===== src/rtl/dbg_runctl_pkg.sv =====
package dbg_runctl_pkg;
  // command word bit positions
  localparam int CMD_HALT    = 0;
  localparam int CMD_RESTART = 1;
  localparam int CMD_CLR_EXC = 2;
  localparam int CMD_CLR_PA  = 3;
  localparam int CMD_USED    = 4;

  // status word layout
  localparam int ST_HALTED    = 0;
  localparam int ST_RESTARTED = 1;
  localparam int ST_EXC_LSB   = 6;

  typedef struct packed {
    logic halt;
    logic restart;
    logic clr_exc;
    logic clr_pa;
  } cmd_t;
endpackage


===== src/rtl/dbg_cmd_decode.sv =====
module dbg_cmd_decode
  import dbg_runctl_pkg::*;
#(
  parameter int DATA_W = 32
) (
  input  logic              cmd_wr,
  input  logic [DATA_W-1:0] cmd_data,
  input  logic              in_debug,
  output cmd_t              acc
);
  logic unused_hi;
  assign unused_hi = ^cmd_data[DATA_W-1:CMD_USED];

  always_comb begin
    acc         = '0;
    acc.halt    = cmd_wr & cmd_data[CMD_HALT] & ~in_debug;
    acc.restart = cmd_wr & cmd_data[CMD_RESTART] & in_debug;
    acc.clr_exc = cmd_wr & cmd_data[CMD_CLR_EXC];
    acc.clr_pa  = cmd_wr & cmd_data[CMD_CLR_PA];
  end
endmodule


===== src/rtl/dbg_req_tracker.sv =====
module dbg_req_tracker (
  input  logic clk,
  input  logic rst,
  input  logic acc_halt,
  input  logic acc_restart,
  input  logic core_entered,
  input  logic core_exited,
  output logic in_debug,
  output logic halt_req,
  output logic restart_req,
  output logic restarted
);
  always_ff @(posedge clk) begin
    if (rst) begin
      in_debug    <= 1'b0;
      halt_req    <= 1'b0;
      restart_req <= 1'b0;
      restarted   <= 1'b1;
    end else begin
      if (core_entered)
        in_debug <= 1'b1;
      else if (core_exited)
        in_debug <= 1'b0;
      halt_req    <= (halt_req | acc_halt) & ~core_entered;
      restart_req <= (restart_req | acc_restart) & ~core_exited;
      if (core_exited)
        restarted <= 1'b1;
      else if (acc_restart)
        restarted <= 1'b0;
    end
  end
endmodule


===== src/rtl/dbg_sticky_bank.sv =====
module dbg_sticky_bank #(
  parameter int EXC_W = 3
) (
  input  logic             clk,
  input  logic             rst,
  input  logic             clr_exc,
  input  logic             clr_pa,
  input  logic             retire,
  input  logic [EXC_W-1:0] exc_event,
  output logic [EXC_W-1:0] sticky_exc,
  output logic             pipe_adv
);
  for (genvar i = 0; i < EXC_W; i++) begin : g_exc
    always_ff @(posedge clk) begin
      if (rst)
        sticky_exc[i] <= 1'b0;
      else
        sticky_exc[i] <= exc_event[i] | (sticky_exc[i] & ~clr_exc);
    end
  end

  always_ff @(posedge clk) begin
    if (rst)
      pipe_adv <= 1'b0;
    else
      pipe_adv <= retire | (pipe_adv & ~clr_pa);
  end
endmodule


===== src/rtl/dbg_runctl.sv =====
module dbg_runctl
  import dbg_runctl_pkg::*;
#(
  parameter int DATA_W = 32,
  parameter int EXC_W  = 3,
  localparam int PA_BIT = ST_EXC_LSB + EXC_W,
  localparam int STAT_W = PA_BIT + 1
) (
  input  logic              clk,
  input  logic              rst,
  input  logic              cmd_wr,
  input  logic [DATA_W-1:0] cmd_data,
  input  logic              core_entered,
  input  logic              core_exited,
  input  logic              retire,
  input  logic [EXC_W-1:0]  exc_event,
  output logic              halt_req,
  output logic              restart_req,
  output logic [STAT_W-1:0] status
);
  cmd_t             acc;
  logic             in_debug;
  logic             restarted;
  logic [EXC_W-1:0] sticky_exc;
  logic             pipe_adv;

  dbg_cmd_decode #(.DATA_W(DATA_W)) u_dec (
    .cmd_wr   (cmd_wr),
    .cmd_data (cmd_data),
    .in_debug (in_debug),
    .acc      (acc)
  );

  dbg_req_tracker u_req (
    .clk          (clk),
    .rst          (rst),
    .acc_halt     (acc.halt),
    .acc_restart  (acc.restart),
    .core_entered (core_entered),
    .core_exited  (core_exited),
    .in_debug     (in_debug),
    .halt_req     (halt_req),
    .restart_req  (restart_req),
    .restarted    (restarted)
  );

  dbg_sticky_bank #(.EXC_W(EXC_W)) u_sticky (
    .clk        (clk),
    .rst        (rst),
    .clr_exc    (acc.clr_exc),
    .clr_pa     (acc.clr_pa),
    .retire     (retire),
    .exc_event  (exc_event),
    .sticky_exc (sticky_exc),
    .pipe_adv   (pipe_adv)
  );

  always_comb begin
    status                               = '0;
    status[ST_HALTED]                    = in_debug;
    status[ST_RESTARTED]                 = restarted;
    status[ST_EXC_LSB +: EXC_W]          = sticky_exc;
    status[PA_BIT]                       = pipe_adv;
  end
endmodule


===== config.mk =====
export PLATFORM = sky130hd
export DESIGN_NAME = dbg_runctl
export DESIGN_NICKNAME = d
export VERILOG_FILES = /design/src/rtl/dbg_runctl_pkg.sv /design/src/rtl/dbg_cmd_decode.sv /design/src/rtl/dbg_req_tracker.sv /design/src/rtl/dbg_sticky_bank.sv /design/src/rtl/dbg_runctl.sv
export SDC_FILE = /design/constraint.sdc
export NUM_CORES = 1
export LEC_CHECK = 0
export ABC_CLOCK_PERIOD_IN_PS = 2200
export BUFFER_PORTS_ARGS = -buffer_cell sky130_fd_sc_hd__buf_2
export CORE_AREA = 2 2 39 41
export CTS_BUF_LIST = sky130_fd_sc_hd__clkbuf_16
export DETAILED_ROUTE_END_ITERATION = 10
export DIE_AREA = 0 0 41 43
export PLACE_DENSITY = 0.74
export SETUP_SLACK_MARGIN = 0.15
export SLEW_MARGIN = 40
export SYNTH_ARGS = -nofsm -noshare
export SYNTH_HDL_FRONTEND = slang
export SYNTH_HIERARCHICAL = 1
export SYNTH_SLANG_ARGS = --single-unit

===== constraint.sdc =====
create_clock -name clk -period 2.2 [get_ports clk]
set_input_delay 0.44 -clock clk [delete_from_list [all_inputs] [get_ports clk]]
set_output_delay 0.44 -clock clk [all_outputs]
set_load 0.02 [all_outputs]

**After elaboration in Yosys (flattened, before gate mapping)**

Cells that the tools add are included.
Widths: inputs -> output; s select.

- Bits in registers: 8
- Latch bits: 0
- Memory bits (writable): 0
- ROM bits: 0
- Input port bits: 41
- Output and inout bits: 12
- Logic and storage cells: 35
- Memories kept: 0

- Add/sub/neg operators: 0
- Multipliers: 0
- Div/mod/pow operators: 0
- Magnitude comparators: 0
- Eq/ne operators: 0
- Shifts and indexed selects: 0
- Mux-type cells: 2
- Bitwise operators: 23
- Reductions and logical operators: 2

Operators with widths:

| cell | number |
|---|---|
| $and 1x1->1 | 12 |
| $or 1x1->1 | 6 |
| $not 1->1 | 5 |
| $mux 1 | 2 |
| $reduce_bool 2->1 | 1 |
| $reduce_or 2->1 | 1 |

**Depth between registers and ports, before layout**

Gate-level depths: netlist of run 1.

- Depth in word-level cells: 4
- Gate-level depth with buffers: 3
- Mapped depth without buffers: 3

**By module**

Netlist of run 1, hierarchy kept.

By module, submodules not included:

| module | times used | cells an instance | area an instance (um^2) | sequential area each (um^2) |
|---|---|---|---|---|
| dbg_sticky_bank | 1 | 16 | 140.1 | 80.1 |
| dbg_req_tracker | 1 | 13 | 127.6 | 80.1 |
| dbg_runctl | 1 | 8 | 56.3 | 0.0 |
| dbg_cmd_decode | 1 | 4 | 30.0 | 0.0 |

**Worst setup path after synthesis of run 1**

No wires, ideal clock.

- Path type: input-to-reg
- Start: input port cmd_data[2]
- End: register u_sticky.sticky_exc[0]
- Library setup time: 70 ps
- Data arrival time: 860 ps
- Slack: 1270 ps
- Stages: 3
- Buffers on the path: 0
- Path through: and2_2 -> nand2b_1 -> a21oi_1

- Cells in the longest elaborated chain, start to end: 4

Ends and longest elaborated chain:

| what | line | RTL |
|---|---|---|
| start, declared | dbg_runctl.sv:12 | `input logic [DATA_W-1:0] cmd_data,` |
| $and 1x1->1 | dbg_cmd_decode.sv:18 | `acc.clr_exc = cmd_wr & cmd_data[CMD_CLR_EXC];` |
| $not 1->1 | dbg_sticky_bank.sv:18 | `sticky_exc[i] <= exc_event[i] \| (sticky_exc[i] & ~clr_exc);` |
| $and 1x1->1 | dbg_sticky_bank.sv:18 |  |
| $or 1x1->1 | dbg_sticky_bank.sv:18 |  |
| end signal, assigned by index | dbg_sticky_bank.sv:18 |  |
| end, declared | dbg_sticky_bank.sv:10 | `output logic [EXC_W-1:0] sticky_exc,` |

No other way between the ends.
A chain may end at the register's enable or synchronous reset.

**Worst setup path in the final report of run 1**

- Start: register u_req.in_debug
- End: output port status[0]

RTL lines:

| what | line | RTL |
|---|---|---|
| start, declared | dbg_req_tracker.sv:8 | `output logic in_debug,` |
| start signal, assigned | dbg_req_tracker.sv:15 | `in_debug <= 1'b0;` |
| start signal, assigned | dbg_req_tracker.sv:21 | `in_debug <= 1'b1;` |
| start signal, assigned | dbg_req_tracker.sv:23 | `in_debug <= 1'b0;` |
| end, declared | dbg_runctl.sv:19 | `output logic [STAT_W-1:0] status` |

No word-level cell between the ends.

==> flow_summary_export.csv, run 1 <==
group,metric,value,unit
timing,drv_slew,0,
clock_network,cts_hold_buf,0,
worst_setup_path,path_depth,1,
die,initial_core_util,25.6,%
worst_setup_path,crit_family,"flip-flops",
drt,drc,0,
timing,fin_crit,1.21,ns
die,die_x,41,µm
timing,setup_violations,0,
clock_network,clock_latency,0.23,ns
worst_setup_path,slowest_stage,"dfxtp_1",
worst_setup_path,critPathMaxStageDelay,0.36,ns
timing,clock_skew,0.000897,ns
final_layout,fillers,155,
place,place.gp.congestion,0.620,
global_routing,grt_max_degree,8,
final_layout,diodes,0,
clock_network,cts_setup_buffers,0,
worst_setup_path,crit_path_max_fanout,4,
worst_setup_path,crit_path_end_kind,"output port",
yosys,syn_area,354,µm²
timing,tns,0,ns
global_routing,globalRouteTotalUtil,8.43,%
worst_hold_path,hp-class,"in -> reg",
global_routing,grt_pass1_wl,959,µm
die,placementRows,14,
drt,dr_wl_met2,324,µm
global_routing,antenna_found_initial,0,
die,die_h,43,µm
die,core_area,1380,µm²
timing,hold_slack,0.392,ns
worst_hold_path,min_path_cells,2,
yosys,yosysSeqAreaShare,45.2,%
yosys,synth_largest_area_cell,"dfxtp_1",
drt,wl_met1,265,µm
drt,firstDrtPassIters,4,
timing,layout_worst_path_cycle_share,55.0,%
final_layout,fin_nets,103,
worst_setup_path,crit_buf_inv,1,
drt,initialDrtViolationCount,1,
place,dp_hpwl,549,µm
drt,num_vias,305,
timing,max_freq,0.827,GHz
clock_network,root_buffer,"clkbuf_16",
global_routing,grt_pass1_vias,244,
clock_network,post_cts_resized,0,
clock_network,cts_max_path_buffers,2,
final_layout,syn_to_final_growth,43.5,%
worst_setup_path,critical_path_arrival,0.77,ns
die,pin_count,53,
global_routing,overflow,0,
timing,hold_violations,0,
drt,antenna_left,0,
yosys,ys_types,14,
clock_network,path_clk_slew,0.04,ns
final_layout,seq_area,160,µm²
final_layout,drive_gt1_share,43.3,%
power_and_ir_drop,vdd_drop_max,0.000561,V
place,port_buffers,20,
drt,top_layer,"met3",
die,die-area,1760,µm²
clock_network,cts_sinks,8,
final_layout,multi_input_area,130,µm²
yosys,yosysTopAreaCellShare,45.2,%
drt,viasPerCell,4.01,
clock_network,ctsHtreeMaxLevel,1,
drt,wire_per_inst,8.61,µm
yosys,ys_seq_elements,8,
worst_setup_path,r2r_cells,3,
worst_setup_path,critPathKind,"reg -> out",
clock_network,cts_tree,"built",
final_layout,design_area,508,µm²
worst_setup_path,cp_data_required_time,1.76,ns
yosys,syn_area_per_cell,8.64,µm²
yosys,netlist_top_cells_area,"dfxtp_1 45%, buf_4 15%, nand2b_1 8.8%",
outcome,status,"complete, no violations",
yosys,yosys_warnings,6,
worst_setup_path,path_cells,"buf_2",
drt,dr_wl_met3,63,µm
timing,rsz0062_at_grt,"no",
yosys,synthCells,41,
flow_run,max_cap_viol_count,0,
power_and_ir_drop,p_leak,0.280,nW
place,placed_cell_area,433,µm²
clock_network,cts_buffers,3,
drt,drt-total-wl,654,µm
power_and_ir_drop,p_per_area,989,nW/µm²
worst_setup_path,cp-start-kind,"register",
## cell families after synthesis
kind of cell | Yosys count | share of synthesized area (%)
AO/OA/AOI/OAI | 7 | 11.7
buffers and inverters | 13 | 21.2
other | 1 | 1.06
AND/OR/NAND/NOR | 12 | 20.8
flip-flops | 8 | 45.2
## layout by cell type (no fill, tap or decap)
cell type and n:
buf_2 20, dfxtp_1 8, inv_1 6, nand2b_1 5, conb_1 4, a21oi_1 4
clkbuf_16 3, and2_2 2, nor2_1 2, and3_1 1, and3b_1 1, a21oi_2 1
nor3_1 1, o21a_1 1, o21ai_0 1
## layer usage
| metal | vias to the layer above | global-route usage, % |
|---|---|---|
| li1 | 155 | - |
| met4 | 0 | 4.00 |
| met5 | - | 0 |
| met1 | 137 | 7.72 |
| met3 | 0 | 4.71 |
| met2 | 13 | 14.1 |
## stage by stage
stage | total power [mW] | util (%) | cells | setup slack (ns)
after CTS | 0.511 | 36.7 | 76 | 0.980
after detailed placement | 0.211 | 31.3 | 73 | 1.10
after floorplan | 0.198 | - | 44 | 1.27
after global routing | 0.527 | 36.7 | 76 | 0.960
final | 0.502 | 36.7 | 76 | 0.991
after global placement | 0.209 | 31.3 | 73 | 1.14
## cell type report
class | count | area share [%]
flip-flops and latches | 8 | 31.5
repair buffers | 20 | 19.7
multi-input cells | 23 | 25.6
inverters | 6 | 4.43
clock buffers | 3 | 14.8
well taps | 16 | 3.94
## registers in the layout (all words and copies together) (netlist names)
signal / cells
u_sticky/pipe_adv: 1
u_req/halt_req: 1
u_req/restart_req: 1
u_req/restarted: 1
u_sticky/sticky_exc: 3
u_req/in_debug: 1
## power by group
part	total [mW]	internal, mW	switching, mW
Clock	0.295	0.233	0.0613
Sequential	0.157	0.154	0.00372
Combinational	0.0505	0.0209	0.0296
Total	0.502	0.408	0.0946
## cell usage after synthesis (all sizes together)
cell type and n:
dfxtp 8, buf 7, inv 6, a21oi 5
nand2b 5, and2 2, nor2 2, and3 1
and3b 1, conb 1, nor3 1, o21a 1
o21ai 1
## final timing paths
path | from | end | slack, ns
setup / recovery | u_req/in_debug$_SDFFE_PP0P_ | status[0] | 0.99
hold / removal | core_entered | u_req/halt_req$_SDFF_PP0_ | 0.39
setup reg to reg | u_req/in_debug$_SDFFE_PP0P_ | u_req/halt_req$_SDFF_PP0_ | 1.38
hold reg to reg | u_req/restart_req$_SDFF_PP0_ | u_req/restart_req$_SDFF_PP0_ | 0.45
(Power assumes the default switching activity.)
==> run 2: changes to the inputs <==
Settings changed: ABC_CLOCK_PERIOD_IN_PS 2200 to 1000, CORE_AREA 2 2 39 41 to not set, CORE_MARGIN set to 2, CORE_UTILIZATION set to 24, DIE_AREA 0 0 41 43 to not set, PLACE_DENSITY 0.74 to 0.71.
Clock period 2.2 ns to 1 ns, I/O delays scaled along.
==> run 2 against run 1 <==
  * First-iteration DRC count unchanged
  * Largest cell class is now buffers
  * Sequential share of layout area fell by 3.6 points
  * Largest power group unchanged
  * Worst hold slack got worse by 0.24 ns
  * Combinational power grew to 2.9 times the previous value
==> flow_summary_export.csv, run 2 (synthesis results as in run 1) <==
group,metric,value,unit
outcome,status,"complete, no violations",
clock_network,cts_buffers,3,
die,die_h,42.4,µm
timing,tns,0,ns
final_layout,mostFrequentLayoutCells,"12 x buf_2, 8 x buf_6, 8 x dfxtp_2",
clock_network,cts_max_path_buffers,2,
final_layout,layout_commonest_cell,"buf_2",
clock_network,ctsHtreeMaxLevel,1,
global_routing,globalRouteTotalUtil,10.2,%
drt,num_vias,327,
drt,firstDrtPassIters,3,
place,port_buffers,20,
die,pin_count,53,
final_layout,syn_to_final_growth,72.1,%
timing,fin_crit,0.892,ns
power_and_ir_drop,vdd_drop_max,0.00108,V
die,core_area,1330,µm²
worst_hold_path,holdPathEnd,"u_req/halt_req$_SDFF_PP0_",
drt,initialDrtViolationCount,1,
drt,drc,0,
timing,setup_violations,0,
worst_setup_path,rr_endpoint,"u_req/halt_req$_SDFF_PP0_",
final_layout,diodes,0,
worst_setup_path,crit_path_end_kind,"output port",
global_routing,grt_pass1_vias,306,
die,initial_core_util,26.5,%
die,die_x,42.4,µm
worst_setup_path,path_depth,1,
worst_setup_path,cp_data_required_time,0.80,ns
clock_network,cts_sinks,8,
clock_network,cts_hold_buf,0,
final_layout,drive_gt1_share,61.5,%
place,pre_cts_ws,0.152,ns
power_and_ir_drop,p_per_area,1920,nW/µm²
flow_run,max_cap_viol_count,0,
final_layout,top_register,"u_sticky/sticky_exc",
timing,rsz0062_at_grt,"yes",
final_layout,largest_reg_flops,3,
final_layout,design_area,609,µm²
worst_hold_path,min_path_cells,2,
worst_setup_path,crit_buf_inv,1,
worst_setup_path,crit_family,"flip-flops",
worst_hold_path,hp-class,"in -> reg",
final_layout,fin_nets,108,
worst_setup_path,critPathMaxStageDelay,0.34,ns
drt,drt-total-wl,789,µm
worst_setup_path,slowest_stage,"dfxtp_2",
global_routing,grt_pass1_wl,1.27,mm
timing,layout_worst_path_cycle_share,89.2,%
drt,antenna_left,0,
clock_network,path_clk_slew,0.03,ns
worst_setup_path,critPathKind,"reg -> out",
worst_setup_path,r2r-start,"u_req/in_debug$_SDFFE_PP0P_",
worst_setup_path,path_cells,"buf_6",
drt,viasPerCell,4.09,
clock_network,root_buffer,"clkbuf_16",
place,placed_cell_area,432,µm²
worst_setup_path,critical_path_arrival,0.69,ns
worst_hold_path,hp-start,"core_entered",
timing,clock_skew,0.000226,ns
global_routing,antenna_found_initial,0,
timing,hold_violations,0,
clock_network,cts_tree,"built",
die,placementRows,13,
power_and_ir_drop,finalPower,1.17,mW
global_routing,grt_max_degree,8,
worst_setup_path,crit_path_max_fanout,4,
global_routing,overflow,0,
worst_setup_path,r2r_setup_slack,0.18,ns
place,place.gp.congestion,0.650,
final_layout,fillers,141,
drt,wire_per_inst,9.86,µm
timing,drv_slew,0,
timing,timing.final.ws_setup,0.108,ns
clock_network,clock_latency,0.23,ns
power_and_ir_drop,p_leak,0.319,nW
die,die-area,1800,µm²
worst_setup_path,cp-start-kind,"register",
worst_setup_path,r2r_cells,3,
timing,max_freq,1.12,GHz
-- run 2: cell types whose count changed in the layout (fill, tap and decap cells not counted), sizes merged --
cell and delta:
buf +5
-- run 2: power by group --
part,switching (mW),internal (mW),total [mW],leakage (nW)
Clock,0.154,0.515,0.669,0.0370
Combinational,0.0694,0.0760,0.145,0.214
Sequential,0.0118,0.341,0.353,0.0677
Total,0.235,0.932,1.17,0.319
-- run 2: per-stage QoR --
step | utilization [%] | instances | hold slack [ns]
after floorplan | - | 44 | 0.262
after global placement | 32.4 | 72 | 0.383
after detailed placement | 32.4 | 72 | 0.403
after CTS | 43.1 | 76 | 0.153
after global routing | 45.7 | 80 | 0.167
final | 45.7 | 80 | 0.151
-- run 2: layout make-up --
| class | instances | area (µm²) | area share (%) |
|---|---|---|---|
| clock buffers | 3 | 75.1 | 12.3 |
| inverters | 6 | 22.5 | 3.70 |
| multi-input cells | 23 | 135 | 22.2 |
| flip-flops and latches | 8 | 170 | 27.9 |
| well taps | 15 | 18.8 | 3.08 |
| repair buffers | 25 | 188 | 30.8 |
-- run 2: metal layers --
layer  GRT usage [%]  share of wire, %  vias to the layer above
li1                -                 -                      164
met1            8.51                35                      143
met2            16.9                51                       17
met3            8.19                12                        3
met4            5.63               1.6                        0
met5               0                 0                        -
-- run 2: repair_timing --
action	in CTS	in global routing
endpoints found under the setup margin	8	9
setup buffers	1	4
gates resized for setup	24	1
hold endpoints to repair	0	0
-- run 2: how the worst max path moves through the flow --
stage	to	slack, ns	startpoint
after global placement	u_sticky/sticky_exc[1]$_SDFF_PP0_	0.17	cmd_wr
after global routing	status[0]	0.09	u_req/in_debug$_SDFFE_PP0P_
final	status[0]	0.11	u_req/in_debug$_SDFFE_PP0P_
after CTS	status[0]	0.10	u_req/in_debug$_SDFFE_PP0P_
after detailed placement	u_sticky/sticky_exc[1]$_SDFF_PP0_	0.15	cmd_wr
after floorplan	u_req/restart_req$_SDFF_PP0_	0.24	u_req/in_debug$_SDFFE_PP0P_
